===== src/rtl/irqc_pkg.sv =====
package irqc_pkg;
  // Register byte offsets
  localparam int unsigned OFF_VEC      = 32'h000;
  localparam int unsigned OFF_LACK     = 32'h010;
  localparam int unsigned OFF_CTRL     = 32'h020;
  localparam int unsigned OFF_STAT     = 32'h070;
  localparam int unsigned OFF_SRC_BASE = 32'h120;
  // Sub-offsets inside one line's 16-byte slot
  localparam int unsigned SUB_WORD = 0;
  localparam int unsigned SUB_SET  = 4;
  localparam int unsigned SUB_CLR  = 8;
  localparam int unsigned SRST_BIT = 31;

  typedef enum logic [1:0] {
    ACC_NONE,
    ACC_WRITE,
    ACC_SET,
    ACC_CLR
  } src_acc_e;
endpackage


===== src/rtl/irqc_src_regs.sv =====
module irqc_src_regs
  import irqc_pkg::*;
#(
  parameter int NUM_SRC = 128,
  parameter int PRIO_W  = 2,
  parameter int ADDR_W  = 12
) (
  input  logic                      clk,
  input  logic                      rst_n,
  input  logic                      clr_all,
  input  logic                      bus_wr,
  input  logic [ADDR_W-1:0]         bus_addr,
  input  logic [PRIO_W:0]           wr_bits,
  output logic [NUM_SRC-1:0]        en_o,
  output logic [NUM_SRC*PRIO_W-1:0] prio_o,
  output logic                      rd_hit,
  output logic [31:0]               rd_word
);
  localparam int CW_W = PRIO_W + 1;
  localparam int SW   = ADDR_W - 4;
  localparam logic [ADDR_W-1:0] BASE_A = ADDR_W'(OFF_SRC_BASE);

  logic [ADDR_W-1:0] rel;
  logic [SW-1:0]     slot;
  logic [3:0]        sub;
  logic              in_range;
  src_acc_e          acc;
  logic [CW_W-1:0]   word_q [NUM_SRC];

  assign rel      = bus_addr - BASE_A;
  assign slot     = rel[ADDR_W-1:4];
  assign sub      = rel[3:0];
  assign in_range = (bus_addr >= BASE_A) && (slot < SW'(NUM_SRC));

  always_comb begin
    acc = ACC_NONE;
    if (in_range) begin
      case (sub)
        4'(SUB_WORD): acc = ACC_WRITE;
        4'(SUB_SET):  acc = ACC_SET;
        4'(SUB_CLR):  acc = ACC_CLR;
        default:      acc = ACC_NONE;
      endcase
    end
  end

  for (genvar n = 0; n < NUM_SRC; n++) begin : g_src
    logic hit;
    assign hit = bus_wr && (acc != ACC_NONE) && (slot == SW'(n));

    always_ff @(posedge clk or negedge rst_n) begin
      if (!rst_n) begin
        word_q[n] <= '0;
      end else if (clr_all) begin
        word_q[n] <= '0;
      end else if (hit) begin
        case (acc)
          ACC_WRITE: word_q[n] <= wr_bits;
          ACC_SET:   word_q[n] <= word_q[n] | wr_bits;
          ACC_CLR:   word_q[n] <= word_q[n] & ~wr_bits;
          default:   word_q[n] <= word_q[n];
        endcase
      end
    end

    assign en_o[n]                     = word_q[n][PRIO_W];
    assign prio_o[n*PRIO_W +: PRIO_W]  = word_q[n][PRIO_W-1:0];
  end

  assign rd_hit = (acc != ACC_NONE);

  always_comb begin
    rd_word = '0;
    for (int n = 0; n < NUM_SRC; n++) begin
      if (slot == SW'(n)) rd_word = 32'(word_q[n]);
    end
  end
endmodule


===== src/rtl/irqc_arb.sv =====
module irqc_arb #(
  parameter int NUM_SRC = 128,
  parameter int PRIO_W  = 2
) (
  input  logic [NUM_SRC-1:0]          elig,
  input  logic [NUM_SRC*PRIO_W-1:0]   prio,
  input  logic [(1<<PRIO_W)-1:0]      lvl_allow,
  output logic                        req,
  output logic [$clog2(NUM_SRC)-1:0]  sel_idx
);
  localparam int LEVELS = 1 << PRIO_W;
  localparam int IDX_W  = $clog2(NUM_SRC);

  logic [NUM_SRC-1:0] lvl_mask [LEVELS];
  logic [IDX_W-1:0]   lvl_idx  [LEVELS];
  logic [LEVELS-1:0]  lvl_hit;

  function automatic logic [IDX_W-1:0] lowest_set(input logic [NUM_SRC-1:0] v);
    logic [IDX_W-1:0] r;
    r = '1;
    for (int i = NUM_SRC - 1; i >= 0; i--) begin
      if (v[i]) r = IDX_W'(i);
    end
    return r;
  endfunction

  for (genvar l = 0; l < LEVELS; l++) begin : g_lvl
    for (genvar n = 0; n < NUM_SRC; n++) begin : g_bit
      assign lvl_mask[l][n] = elig[n] && (prio[n*PRIO_W +: PRIO_W] == PRIO_W'(l));
    end
    assign lvl_hit[l] = |lvl_mask[l];
    assign lvl_idx[l] = lowest_set(lvl_mask[l]);
  end

  // Ascending scan: the last admitted level, the highest, wins
  always_comb begin
    req     = 1'b0;
    sel_idx = '1;
    for (int l = 0; l < LEVELS; l++) begin
      if (lvl_hit[l] && lvl_allow[l]) begin
        req     = 1'b1;
        sel_idx = lvl_idx[l];
      end
    end
  end
endmodule


===== src/rtl/irqc_svc.sv =====
module irqc_svc #(
  parameter int PRIO_W = 2
) (
  input  logic                   clk,
  input  logic                   rst_n,
  input  logic                   clr_all,
  input  logic                   vec_wr,
  input  logic [PRIO_W-1:0]      vec_lvl,
  input  logic                   ack_wr,
  input  logic [(1<<PRIO_W)-1:0] ack_bits,
  output logic [(1<<PRIO_W)-1:0] svc_o,
  output logic [(1<<PRIO_W)-1:0] lvl_allow
);
  localparam int LEVELS = 1 << PRIO_W;

  logic [LEVELS-1:0] svc_q, svc_d;

  always_comb begin
    svc_d = svc_q;
    if (ack_wr) svc_d = svc_d & ~ack_bits;
    if (vec_wr) svc_d = svc_d | (LEVELS'(1) << vec_lvl);
  end

  always_ff @(posedge clk or negedge rst_n) begin
    if (!rst_n)       svc_q <= '0;
    else if (clr_all) svc_q <= '0;
    else              svc_q <= svc_d;
  end

  // A level is admitted only if it and every level above it are idle
  for (genvar l = 0; l < LEVELS; l++) begin : g_allow
    assign lvl_allow[l] = ~|svc_q[LEVELS-1:l];
  end

  assign svc_o = svc_q;
endmodule


===== src/rtl/irq_collector.sv =====
module irq_collector
  import irqc_pkg::*;
#(
  parameter int NUM_SRC = 128,
  parameter int PRIO_W  = 2,
  parameter int ADDR_W  = 12
) (
  input  logic               clk,
  input  logic               rst_n,
  input  logic [NUM_SRC-1:0] irq_src,
  input  logic               bus_wr,
  input  logic [ADDR_W-1:0]  bus_addr,
  input  logic [31:0]        bus_wdata,
  output logic [31:0]        bus_rdata,
  output logic               irq_req
);
  localparam int LEVELS = 1 << PRIO_W;
  localparam int IDX_W  = $clog2(NUM_SRC);

  logic                      srst_q;
  logic [NUM_SRC-1:0]        en_w;
  logic [NUM_SRC*PRIO_W-1:0] prio_w;
  logic                      src_rd_hit;
  logic [31:0]               src_word;
  logic [LEVELS-1:0]         svc_w, allow_w;
  logic [IDX_W-1:0]          sel_w;
  logic                      req_w;
  logic                      hit_vec, hit_lack, hit_ctrl, hit_stat;
  logic                      vec_wr, ack_wr;
  logic [PRIO_W-1:0]         vec_lvl;

  assign hit_vec  = bus_addr == ADDR_W'(OFF_VEC);
  assign hit_lack = bus_addr == ADDR_W'(OFF_LACK);
  assign hit_ctrl = bus_addr == ADDR_W'(OFF_CTRL);
  assign hit_stat = bus_addr == ADDR_W'(OFF_STAT);

  always_ff @(posedge clk or negedge rst_n) begin
    if (!rst_n)      srst_q <= 1'b0;
    else if (srst_q) srst_q <= 1'b0;
    else if (bus_wr && hit_ctrl && bus_wdata[SRST_BIT]) srst_q <= 1'b1;
  end

  assign vec_wr  = bus_wr && hit_vec && !srst_q && (bus_wdata < 32'(NUM_SRC));
  assign vec_lvl = prio_w[bus_wdata[IDX_W-1:0]*PRIO_W +: PRIO_W];
  assign ack_wr  = bus_wr && hit_lack && !srst_q;

  irqc_src_regs #(.NUM_SRC(NUM_SRC), .PRIO_W(PRIO_W), .ADDR_W(ADDR_W)) u_regs (
    .clk      (clk),
    .rst_n    (rst_n),
    .clr_all  (srst_q),
    .bus_wr   (bus_wr),
    .bus_addr (bus_addr),
    .wr_bits  (bus_wdata[PRIO_W:0]),
    .en_o     (en_w),
    .prio_o   (prio_w),
    .rd_hit   (src_rd_hit),
    .rd_word  (src_word)
  );

  irqc_svc #(.PRIO_W(PRIO_W)) u_svc (
    .clk       (clk),
    .rst_n     (rst_n),
    .clr_all   (srst_q),
    .vec_wr    (vec_wr),
    .vec_lvl   (vec_lvl),
    .ack_wr    (ack_wr),
    .ack_bits  (bus_wdata[LEVELS-1:0]),
    .svc_o     (svc_w),
    .lvl_allow (allow_w)
  );

  irqc_arb #(.NUM_SRC(NUM_SRC), .PRIO_W(PRIO_W)) u_arb (
    .elig      (irq_src & en_w),
    .prio      (prio_w),
    .lvl_allow (allow_w),
    .req       (req_w),
    .sel_idx   (sel_w)
  );

  assign irq_req = req_w;

  always_comb begin
    bus_rdata = '0;
    if (hit_lack)        bus_rdata = 32'(svc_w);
    else if (hit_ctrl)   bus_rdata[SRST_BIT] = srst_q;
    else if (hit_stat)   bus_rdata = 32'(sel_w);
    else if (src_rd_hit) bus_rdata = src_word;
  end
endmodule


===== config.mk =====
export PLATFORM = sky130hd
export DESIGN_NAME = irq_collector
export DESIGN_NICKNAME = d
export VERILOG_FILES = /design/src/rtl/irqc_pkg.sv /design/src/rtl/irqc_src_regs.sv /design/src/rtl/irqc_arb.sv /design/src/rtl/irqc_svc.sv /design/src/rtl/irq_collector.sv
export SDC_FILE = /design/constraint.sdc
export NUM_CORES = 2
export LEC_CHECK = 0
export ABC_AREA = 1
export BUFFER_PORTS_ARGS = -buffer_cell sky130_fd_sc_hd__buf_2
export CORE_MARGIN = 5
export CORE_UTILIZATION = 55
export DETAILED_ROUTE_END_ITERATION = 16
export HOLD_SLACK_MARGIN = 0.12
export PLACE_DENSITY = 0.79
export RECOVER_POWER = 50
export SETUP_SLACK_MARGIN = 0.05
export SYNTH_ARGS = -nofsm -noshare
export SYNTH_HDL_FRONTEND = slang
export SYNTH_SLANG_ARGS = --single-unit

===== constraint.sdc =====
create_clock -name clk -period 8.65 [get_ports clk]
set_clock_uncertainty 0.2 [all_clocks]
set_input_delay 1.2975 -clock clk [delete_from_list [all_inputs] [get_ports clk]]
set_output_delay 1.2975 -clock clk [all_outputs]
set_load 0.005 [all_outputs]

==> results.py <==
metrics = {
    "floorplan": {
        "ios": 208,
        "rows": 91,
        "die-area_um2": 67700,
        "core_region_area_um2": 61800,
        "start_util": 0.557,
        "die_h_um": 260,
        "dieWidth_um": 260,
    },
    "pwr": {
        "power_leakage_nw": 18.7,
        "post-layout-total-power_w": 0.00469,
        "cellPowerDensity_nw_per_um2": 115,
        "vdd_ir_drop_max_mv": 0.151,
    },
    "global_route": {
        "grtUsageTotal": 0.428,
        "grt_antenna_before_repair": 5,
        "grt_first_pass_wirelength_um": 227000,
        "grt-ovfl-total": 0,
        "grt_max_degree": 237,
        "number_of_global_route_vias_before_repair": 40200,
    },
    "sta": {
        "finalSetupViolCount": 3,
        "final.setup.tns_ns": -7.79,
        "worst_slew_pin_slew_ns": 3.92,
        "fin_worst_hold_slack_ns": 0.358,
        "post-route-period-util": 1.34,
        "max_clock_freq_mhz": 86.5,
        "rsz0062_at_grt": "true",
        "max-slew-margin-rel": -1.61,
        "fin_ws_ns": -2.91,
        "hold_viol": 0,
        "finalCriticalPeriod_ns": 11.56,
        "report.final.slew_viol_count": 420,
    },
    "place": {
        "portBuffers": 183,
        "place_hpwl_um": 107000,
        "finalWeightedCongestion": 1.05,
    },
    "worst_setup_path": {
        "critical_path.max_fanout": 13,
        "rr_startpoint": "srst_q",
        "worst-setup-path-type": "input port to primary output",
        "timing.critical_path.from_type": "input port",
        "cp_slowest_cell": "sky130_fd_sc_hd__nor2_2",
        "timing.critical_path.slowest_cell_delay_ns": 0.19,
        "worst_r2r_path_depth": 4,
        "arrival_time_reported_for_the_critical_path_endpoint_ns": 10.06,
        "r2r_end": "u_regs.prio_o[160]",
        "cp.required_ns": 7.15,
        "end_kind": "primary output",
        "ff2ff_setup_slack_ns": 5.54,
        "critical_path.most_common_cell": "sky130_fd_sc_hd__nand2_1",
    },
    "logic_synthesis": {
        "yosys_warnings": 0,
        "seq_area_frac_synth": 0.283,
        "avgSynthCellArea_um2": 5.94,
        "syn-cell-area_um2": 34400,
        "netlist_instances": 5794,
        "ys_types": 47,
        "ys_top_cells_by_area": "sky130_fd_sc_hd__dfrtp_1 (28%), sky130_fd_sc_hd__nand2_1 (18%), sky130_fd_sc_hd__inv_1 (8.6%)",
        "synth_seq_cells": 389,
        "yosys.area.top_type": "sky130_fd_sc_hd__dfrtp_1",
        "yosys.area.top_type_share": 0.283,
    },
    "clock_tree": {
        "cts.sinks": 389,
        "clock_tree_from_tritoncts": "built",
        "clkSlewWorstSetupHoldPaths_ns": 0.05,
        "clock_tree.root_cell": "sky130_fd_sc_hd__clkbuf_16",
        "clock_latency_ns": 0.61,
        "numCtsBuffers": 46,
        "clock_tree.htree_level_count": 2,
        "ctsLongestPathBuffers": 3,
    },
    "status": {
        "outcome": "finished with violations",
        "failed_checks": "max-capacitance violations, max-slew violations, negative setup slack",
    },
    "worst_hold_path": {
        "min_delay_src": "u_regs.prio_o[28]",
        "worst_hold_path_endpoint": "u_regs.prio_o[28]",
        "worst_hold_path.num_cells": 2,
        "timing.hold.worst.class": "register to register",
    },
    "route": {
        "detailedRoute.firstPassIterationCount": 7,
        "routed-via-count": 43700,
        "drtIter0Drc": 6199,
        "drcViolationCount": 0,
        "route.detailed.vias_per_inst": 6.12,
        "drt-wirelength-per-cell_um": 21.1,
        "final_antenna_net_count": 0,
        "drt-total-wl_um": 150000,
    },
    "layout": {
        "fraction_of_layout_instances_using_a_drive_strength_above_1": 0.129,
        "final_nets": 6439,
        "layout-area-overhead-vs-synth_pct": 18.8,
    },
    "flow_run": {
        "drv_cap": 7,
    },
}
-- kinds of logic after synthesis --
family          after synthesis  share of synthesized area
fa+ha+maj                     2                   0.000727
simple gates               3157                      0.384
buf+inv                    1060                      0.118
flops                       389                      0.283
xor+xnor                      3                   0.000763
other cells                   1                   0.000109
compound gates             1182                      0.214
-- Yosys cell counts, drive strengths merged --
library cell	n
a211oi	23
a21boi	2
a21oi	232
a221oi	13
a22oi	2
a311oi	3
a31oi	16
a32o	1
a32oi	1
buf	57
clkbuf	183
clkinv	10
conb	1
dfrtp	389
ha	2
inv	810
nand2	1688
nand3	213
nand3b	1
nand4	174
nor2	660
nor3	393
nor3b	1
nor4	17
nor4b	1
o211a	23
o211ai	279
o21a	2
o21ai	404
o21bai	13
o221ai	9
o22ai	10
o311ai	9
o31ai	139
o41ai	1
or2	8
or4	1
xnor2	2
xor2	1
-- worst max path at each step --
stage                            start           end  cells past startpoint
final                      bus_addr[7]  bus_rdata[0]                     96
after global routing       bus_addr[7]  bus_rdata[0]                     97
after CTS                  bus_addr[5]  bus_rdata[1]                     99
after detailed placement   bus_addr[5]  bus_rdata[0]                     97
after global placement     bus_addr[5]  bus_rdata[0]                     97
after floorplan           irq_src[125]  bus_rdata[0]                    136
-- worst max-delay path: cells and delay by family --
kind	cells	cell delay, ns
AO/OA/AOI/OAI	6	0.76
buffers and inverters	5	0.65
AND/OR/NAND/NOR	85	7.35
-- registers in the layout, summed over array words and instances (netlist names) --
signal,flops
u_regs.prio_o,256
srst_q,1
u_regs.en_o,128
u_svc.svc_o,4
-- layout by cell type, fill, tap and decap left out, types with 13 or more instances in the layout --
| cell | instances |
|---|---|
| sky130_fd_sc_hd__nand2_1 | 1666 |
| sky130_fd_sc_hd__inv_1 | 789 |
| sky130_fd_sc_hd__nor2_1 | 647 |
| sky130_fd_sc_hd__buf_4 | 440 |
| sky130_fd_sc_hd__o21ai_0 | 394 |
| sky130_fd_sc_hd__nor3_1 | 392 |
| sky130_fd_sc_hd__dfrtp_1 | 388 |
| sky130_fd_sc_hd__o211ai_1 | 279 |
| sky130_fd_sc_hd__a21oi_1 | 228 |
| sky130_fd_sc_hd__nand3_1 | 200 |
| sky130_fd_sc_hd__buf_2 | 178 |
| sky130_fd_sc_hd__nand4_1 | 171 |
| sky130_fd_sc_hd__o31ai_1 | 139 |
| sky130_fd_sc_hd__clkbuf_16 | 47 |
| sky130_fd_sc_hd__conb_1 | 24 |
| sky130_fd_sc_hd__a211oi_1 | 23 |
| sky130_fd_sc_hd__o211a_1 | 23 |
| sky130_fd_sc_hd__inv_2 | 20 |
| sky130_fd_sc_hd__nor4_1 | 17 |
| sky130_fd_sc_hd__nand2_2 | 17 |
| sky130_fd_sc_hd__a31oi_1 | 16 |
| sky130_fd_sc_hd__o21bai_1 | 13 |
-- report_power, final --
group,internal (W),switching (W)
Sequential,0.00184,0.0000217
Clock,0.00128,0.000866
Combinational,0.000187,0.000500
-- area by class of cell --
type                    count  area, um2
multi-input cells        4368      21000
flip-flops and latches    389       9740
fillers                  5827      20900
clock inverters            23        315
diodes                      7       17.5
clock buffers              62       1310
well taps                 837       1050
inverters                 820       3100
repair buffers            637       4400
-- layer usage --
| layer | vias up | global-route usage | routed length (um) |
|---|---|---|---|
| met5 | - | 0 | 24 |
| met1 | 19700 | 0.577 | 57400 |
| li1 | 20200 | - | - |
| met2 | 3150 | 0.628 | 61500 |
| met4 | 4 | 0.235 | 9740 |
| met3 | 620 | 0.112 | 21700 |
-- repair_timing --
item,in CTS,in global routing
pin swaps,49,37
setup endpoints to repair,3,3
hold buffers,0,0
buffers inserted,3,3
gates resized for setup,36,24
-- per-stage QoR --
stage	cells	worst slack, ns	utilization	instance area (um2)
2_1_floorplan	5817	-0.159	-	34600
3_3_place_gp	7045	-2.84	0.631	39000
3_5_place_dp	7045	-2.79	0.631	39000
4_1_cts	7133	-2.55	0.660	40800
5_1_grt	7136	-3.43	0.661	40900
6_report	7143	-2.91	0.662	40900
Note: power is estimated with default switching activity, not from simulation.
